--- config.mk ---
export PLATFORM = sky130hd
export DESIGN_NAME = status_flag_reg
export DESIGN_NICKNAME = d
export VERILOG_FILES = /design/src/rtl/status_pkg.sv /design/src/rtl/flag_calc.sv /design/src/rtl/power_flags.sv /design/src/rtl/status_flag_reg.sv
export SDC_FILE = /design/constraint.sdc
export NUM_CORES = 1
export LEC_CHECK = 0
export CAP_MARGIN = 15
export CORE_MARGIN = 8
export CORE_UTILIZATION = 40
export CTS_BUF_LIST = sky130_fd_sc_hd__clkbuf_16
export CTS_CLUSTER_SIZE = 14
export DETAILED_ROUTE_END_ITERATION = 16
export DONT_BUFFER_PORTS = 1
export SYNTH_ARGS = -nofsm -noshare
export SYNTH_HDL_FRONTEND = slang
export SYNTH_SLANG_ARGS = --single-unit
--- constraint.sdc ---
create_clock -name clk -period 1 [get_ports clk]
set_input_delay 0.15 -clock clk [delete_from_list [all_inputs] [get_ports clk]]
set_output_delay 0.15 -clock clk [all_outputs]
set_load 0.02 [all_outputs]
--- src/rtl/status_pkg.sv ---
package status_pkg;
   typedef enum logic [2:0] {
      OPC_NONE  = 3'd0,
      OPC_ADD   = 3'd1,
      OPC_SUB   = 3'd2,
      OPC_ROTC  = 3'd3,
      OPC_LOGIC = 3'd4
   } op_class_e;

   typedef struct packed {
      logic ov;
      logic z;
      logic ac;
      logic c;
   } arith_flags_t;

   localparam int ARITH_BITS = 4;
   localparam int PDN_POS    = 4;
   localparam int TMO_POS    = 5;
endpackage

--- src/rtl/flag_calc.sv ---
module flag_calc #(
   parameter int DATA_W = 8,
   parameter int NIB_W  = 4
) (
   input  logic [2:0]                  op_class,
   input  logic [DATA_W-1:0]           opnd_a,
   input  logic [DATA_W-1:0]           opnd_b,
   input  logic                        carry_in,
   input  logic [DATA_W-1:0]           alu_result,
   input  logic                        rot_left,
   input  status_pkg::arith_flags_t    cur,
   output status_pkg::arith_flags_t    nxt
);
   import status_pkg::*;

   initial begin
      assert (DATA_W >= 2) else $error("DATA_W too small");
      assert (NIB_W >= 1 && NIB_W < DATA_W) else $error("NIB_W out of range");
   end

   logic [DATA_W-1:0] b_eff;
   logic [DATA_W:0]   full_sum;
   logic [NIB_W:0]    nib_sum;
   logic [DATA_W-1:0] below_msb;
   logic              res_zero;

   always_comb begin
      b_eff     = (op_class == OPC_SUB) ? ~opnd_b : opnd_b;
      full_sum  = {1'b0, opnd_a} + {1'b0, b_eff} + {{DATA_W{1'b0}}, carry_in};
      nib_sum   = {1'b0, opnd_a[NIB_W-1:0]} + {1'b0, b_eff[NIB_W-1:0]}
                + {{NIB_W{1'b0}}, carry_in};
      below_msb = {1'b0, opnd_a[DATA_W-2:0]} + {1'b0, b_eff[DATA_W-2:0]}
                + {{(DATA_W-1){1'b0}}, carry_in};
      res_zero  = (alu_result == '0);
   end

   always_comb begin
      nxt = cur;
      case (op_class)
         OPC_ADD, OPC_SUB: begin
            nxt.c  = full_sum[DATA_W];
            nxt.ac = nib_sum[NIB_W];
            nxt.z  = res_zero;
            nxt.ov = below_msb[DATA_W-1] ^ full_sum[DATA_W];
         end
         OPC_ROTC:  nxt.c = rot_left ? opnd_a[DATA_W-1] : opnd_a[0];
         OPC_LOGIC: nxt.z = res_zero;
         default:   nxt = cur;
      endcase
   end

   always_comb begin
      if (op_class == OPC_ROTC)
         a_r6_rot_keeps: assert ({nxt.ov, nxt.z, nxt.ac} == {cur.ov, cur.z, cur.ac});
      if (op_class == OPC_LOGIC)
         a_r7_logic_only_z: assert ({nxt.ov, nxt.ac, nxt.c} == {cur.ov, cur.ac, cur.c});
   end
endmodule

--- src/rtl/power_flags.sv ---
module power_flags (
   input  logic clk,
   input  logic rst_n,
   input  logic pwr_up,
   input  logic clr_wdt,
   input  logic halt,
   input  logic wdt_to,
   output logic pdn,
   output logic tmo
);
   always_ff @(posedge clk or negedge rst_n) begin
      if (!rst_n) begin
         pdn <= 1'b0;
         tmo <= 1'b0;
      end else begin
         if (pwr_up || clr_wdt)        pdn <= 1'b0;
         else if (halt)                pdn <= 1'b1;
         if (pwr_up || clr_wdt || halt) tmo <= 1'b0;
         else if (wdt_to)               tmo <= 1'b1;
      end
   end

   a_r9_halt_sets_pdn: assert property (@(posedge clk) disable iff (!rst_n)
      (halt && !pwr_up && !clr_wdt) |=> pdn);
   a_r9_clear_pdn: assert property (@(posedge clk) disable iff (!rst_n)
      (pwr_up || clr_wdt) |=> !pdn);
   a_r10_wdt_sets_tmo: assert property (@(posedge clk) disable iff (!rst_n)
      (wdt_to && !pwr_up && !clr_wdt && !halt) |=> tmo);
   a_r10_clear_tmo: assert property (@(posedge clk) disable iff (!rst_n)
      (pwr_up || clr_wdt || halt) |=> !tmo);
   a_r9_pdn_quiet: assert property (@(posedge clk) disable iff (!rst_n)
      (!pwr_up && !clr_wdt && !halt) |=> $stable(pdn));
endmodule

--- src/rtl/status_flag_reg.sv ---
module status_flag_reg #(
   parameter int DATA_W   = 8,
   parameter int NIB_W    = 4,
   parameter int STATUS_W = 8
) (
   input  logic                clk,
   input  logic                rst_n,
   input  logic [2:0]          op_class,
   input  logic [DATA_W-1:0]   opnd_a,
   input  logic [DATA_W-1:0]   opnd_b,
   input  logic                carry_in,
   input  logic [DATA_W-1:0]   alu_result,
   input  logic                rot_left,
   input  logic                wr_en,
   input  logic [STATUS_W-1:0] wr_data,
   input  logic                pwr_up,
   input  logic                clr_wdt,
   input  logic                halt,
   input  logic                wdt_to,
   output logic [STATUS_W-1:0] status
);
   import status_pkg::*;

   localparam int USED_BITS = TMO_POS + 1;

   initial begin
      assert (STATUS_W >= USED_BITS) else $error("STATUS_W too small");
   end

   arith_flags_t flags_q, flags_calc;
   logic         pdn, tmo;

   flag_calc #(.DATA_W(DATA_W), .NIB_W(NIB_W)) u_calc (
      .op_class   (op_class),
      .opnd_a     (opnd_a),
      .opnd_b     (opnd_b),
      .carry_in   (carry_in),
      .alu_result (alu_result),
      .rot_left   (rot_left),
      .cur        (flags_q),
      .nxt        (flags_calc)
   );

   power_flags u_pwr (
      .clk     (clk),
      .rst_n   (rst_n),
      .pwr_up  (pwr_up),
      .clr_wdt (clr_wdt),
      .halt    (halt),
      .wdt_to  (wdt_to),
      .pdn     (pdn),
      .tmo     (tmo)
   );

   always_ff @(posedge clk or negedge rst_n) begin
      if (!rst_n)     flags_q <= '0;
      else if (wr_en) flags_q <= arith_flags_t'(wr_data[ARITH_BITS-1:0]);
      else            flags_q <= flags_calc;
   end

   assign status[ARITH_BITS-1:0] = flags_q;
   assign status[PDN_POS]        = pdn;
   assign status[TMO_POS]        = tmo;

   generate
      for (genvar gi = USED_BITS; gi < STATUS_W; gi++) begin : g_pad
         assign status[gi] = 1'b0;
      end
   endgenerate

   a_r11_pad_zero: assert property (@(posedge clk) disable iff (!rst_n)
      status[STATUS_W-1:USED_BITS] == '0);
   a_r7_none_holds: assert property (@(posedge clk) disable iff (!rst_n)
      (!wr_en && (op_class == 3'd0 || op_class > 3'd4)) |=> $stable(status[3:0]));
   a_r8_write_loads: assert property (@(posedge clk) disable iff (!rst_n)
      wr_en |=> status[3:0] == $past(wr_data[3:0]));
   a_r4_zero_flag: assert property (@(posedge clk) disable iff (!rst_n)
      (!wr_en && (op_class == 3'd1 || op_class == 3'd2 || op_class == 3'd4))
      |=> status[2] == ($past(alu_result) == '0));
   a_r10_write_ignores_tmo: assert property (@(posedge clk) disable iff (!rst_n)
      (wr_en && !pwr_up && !clr_wdt && !halt && !wdt_to) |=> $stable(status[5:4]));
endmodule

==> results.json, run 1 <==
{
  "io_pins": 52,
  "fin_ws_ps": -712,
  "vias": 605,
  "period_needed_ps": 1710,
  "cp.required_ps": 1150,
  "power_density_nw_per_um2": 1470,
  "grt_max_degree": 10,
  "post-route-period-util_pct": 171,
  "cts_root_buf": "clkbuf_16",
  "drtIter0Drc": 1,
  "ys_types": 30,
  "postSynthCellCount": 75,
  "synth_flop_cell": "dfrtp_1",
  "grt_pass1_vias": 632,
  "violations": "setup timing",
  "power_switching_mw": 0.314,
  "finalSetupViolations": 3,
  "cts_tree": "yes",
  "nets": 142,
  "fin_hold_ws_ps": 79.2,
  "worstSetupEndpointType": "register",
  "synth.avg_cell_area_sq_um": 8.46,
  "dp_slack_ps": -957,
  "synth_edf_count": 0,
  "htree_levels": 1,
  "synth_area_sq_um": 634,
  "dieArea_sq_um": 3120,
  "drc": 0,
  "seq_area_frac_synth_pct": 23.7,
  "dieHeight_um": 55.8,
  "p_comb_share_pct": 26.0,
  "cts_sinks": 6,
  "p_seq_share_pct": 23.4,
  "worstPathArrival_ps": 1860,
  "antenna_found_initial": 0,
  "grt_setup_unrepaired": "yes",
  "initial_core_util_pct": 42.6,
  "finalHoldViolations": 0,
  "ys_ff_latch": 6,
  "p_leak_nw": 0.402,
  "die_w_um": 55.8,
  "routed_wl_mm": 1.80,
  "yosys_warnings": 0,
  "irDropWorstVdd_mv": 0.526,
  "vias_per_cell": 5.82,
  "drt_pass1_iterations": 4,
  "clk_latency_ps": 230,
  "portBuffers": 0,
  "cp-start-kind": "primary input",
  "dp_hpwl_mm": 1.43,
  "status": "finished with violations",
  "grt_pass1_wl_mm": 2.75,
  "wl_per_cell_um": 17.3,
  "power.share.clock_pct": 50.6,
  "slew_violations": 0,
  "fillCellCount": 135,
  "gp_congestion": 0.731,
  "sw_frac_of_total_pct": 24.8,
  "hold_class": "primary input to register",
  "rows": 14,
  "insertedDiodeCount": 0,
  "cp_max_fo": 6,
  "max_cap_viol_count": 0,
  "grt-ovfl-total": 0,
  "async_reset_ff_share_pct": 100,
  "core_area_sq_um": 1490,
  "grt_usage_pct": 10.7,
  "fin_skew_ps": 0,
  "area_delta_synth_final_pct": 36.1,
  "clk_path_buf_depth": 2,
  "p_int_mw": 0.955,
  "layout-drive-gt1-share_pct": 22.7,
  "clk_pin_slew_ps": 30,
  "tns_ps": -1810,
  "cts_made_buffers": 3,
  "final_antenna_net_count": 0,
  "fmax_mhz": 584,
  "path_class": "primary input to register"
}
-- metrics by stage --
step	util [%]	cells	power, mW	cell area [sq um]
5_1_grt	58.0	104	1.33	863
4_1_cts	56.1	105	1.27	835
3_3_place_gp	47.5	97	0.583	707
2_1_floorplan	-	76	0.507	646
3_5_place_dp	47.5	97	0.585	707
6_report	58.0	104	1.27	863
-- logic make-up after synthesis --
logic type	share of synthesized area, %
and+or+nand+nor	21.3
AOI/OAI and AO/OA	17.4
xor gates and xnor gates	12.4
buffers and inverters	7.30
DFF	23.7
adders and majority gates	15.8
other	0.591
muxes	1.58
-- registers in the layout, summed over array words and instances (netlist names) --
signal / cells
u_pwr.tmo: 1
status: 4
u_pwr.pdn: 1
-- metal layers --
metal | wire length, um | GRT usage [%]
met4 | 44 | 7.22
met3 | 288 | 7.76
met1 | 611 | 8.85
met5 | 0 | 0
met2 | 850 | 17.8
-- cell usage after synthesis (all sizes together), types with 2 or more instances --
| master | n | area, sq um |
|---|---|---|
| ha | 8 | 100 |
| nor2 | 8 | 30.0 |
| xor2 | 8 | 70.1 |
| dfrtp | 6 | 150 |
| buf | 5 | 35.0 |
| a21oi | 4 | 23.8 |
| nand3 | 4 | 20.0 |
| nand2 | 3 | 11.3 |
| nor3 | 3 | 15.0 |
| nor4 | 3 | 18.8 |
| a31oi | 2 | 12.5 |
| inv | 2 | 7.51 |
| o211ai | 2 | 15.0 |
| o21ai | 2 | 10.0 |
| o31ai | 2 | 15.0 |
-- layout by cell type (no fill, tap or decap), types with 2 or more instances in the layout --
| cell type | Yosys | layout |
|---|---|---|
| conb_1 | 1 | 2 |
| a31oi_1 | 2 | 2 |
| nand3_1 | 4 | 4 |
| nand2_1 | 3 | 3 |
| clkbuf_16 | 0 | 3 |
| dlygate4sd3_1 | 0 | 4 |
| dfrtp_1 | 6 | 6 |
| a21oi_2 | 1 | 2 |
| o211ai_1 | 2 | 2 |
| buf_4 | 4 | 10 |
| ha_1 | 8 | 8 |
| nor4_1 | 3 | 3 |
| inv_1 | 2 | 2 |
| a21oi_1 | 3 | 2 |
| nor2_1 | 8 | 8 |
| nor3_1 | 3 | 3 |
| xor2_1 | 8 | 7 |
-- cell type report --
| class | count | area [sq um] | share of cell area (%) |
|---|---|---|---|
| repair buffers | 15 | 126 | 14.6 |
| clock buffers | 3 | 75.1 | 8.70 |
| flip-flops and latches | 6 | 150 | 17.4 |
| well taps | 16 | 20.0 | 2.32 |
| inverters | 2 | 7.51 | 0.870 |
| multi-input cells | 62 | 484 | 56.1 |
-- critical path, cell delays in order --
cell and delay, ps:
nor3b_4 190, buf_6 160, xor2_1 160, ha_1 270, a21oi_2 140, o22ai_2 80
o2111a_1 250, or3b_1 340, a31oi_1 120
-- what timing repair did --
action | 4_1_cts | 5_1_grt
pin swaps | 5 | 3
endpoints found under the setup margin | 3 | 3
hold buffers | 4 | 0
buffers inserted | 1 | 0
gates resized for setup | 2 | 6
cloned | 0 | 0
endpoints found under the hold margin | 8 | 0
-- power groups by stage --
stage	Clock [mW]	Combinational [mW]	Sequential, mW
CTS	0.653	0.316	0.298
finish	0.642	0.330	0.297
floorplan	0	0.191	0.316
global placement	0	0.283	0.300
detailed placement	0	0.284	0.301
global route	0.662	0.367	0.301
-- path summary, 6_finish.rpt --
| path | startpoint | end | slack, ps | cells past startpoint |
|---|---|---|---|---|
| max | op_class[2] | status[3] | -710 | 9 |
| min | wr_en | status[0] | 80 | 2 |
| max reg2reg | status[3] | status[3] | 180 | 3 |
| min reg2reg | status[0] | status[0] | 550 | 2 |
| max in group asynchronous | rst_n | u_pwr.pdn | 530 | 1 |
| min in group asynchronous | rst_n | status[2] | 240 | 1 |
No activity file was read; power rests on OpenSTA's default activity.
==> run 2, diff against run 1 <==
--- a/config.mk
+++ b/config.mk
@@ -5,6 +5,7 @@
 export SDC_FILE = /design/constraint.sdc
 export NUM_CORES = 1
 export LEC_CHECK = 0
+export ABC_AREA = 0
 export CAP_MARGIN = 15
 export CORE_MARGIN = 8
 export CORE_UTILIZATION = 40
==> results of run 2 <==
No change in the layout: final DEF, timing and power equal those of run 1.
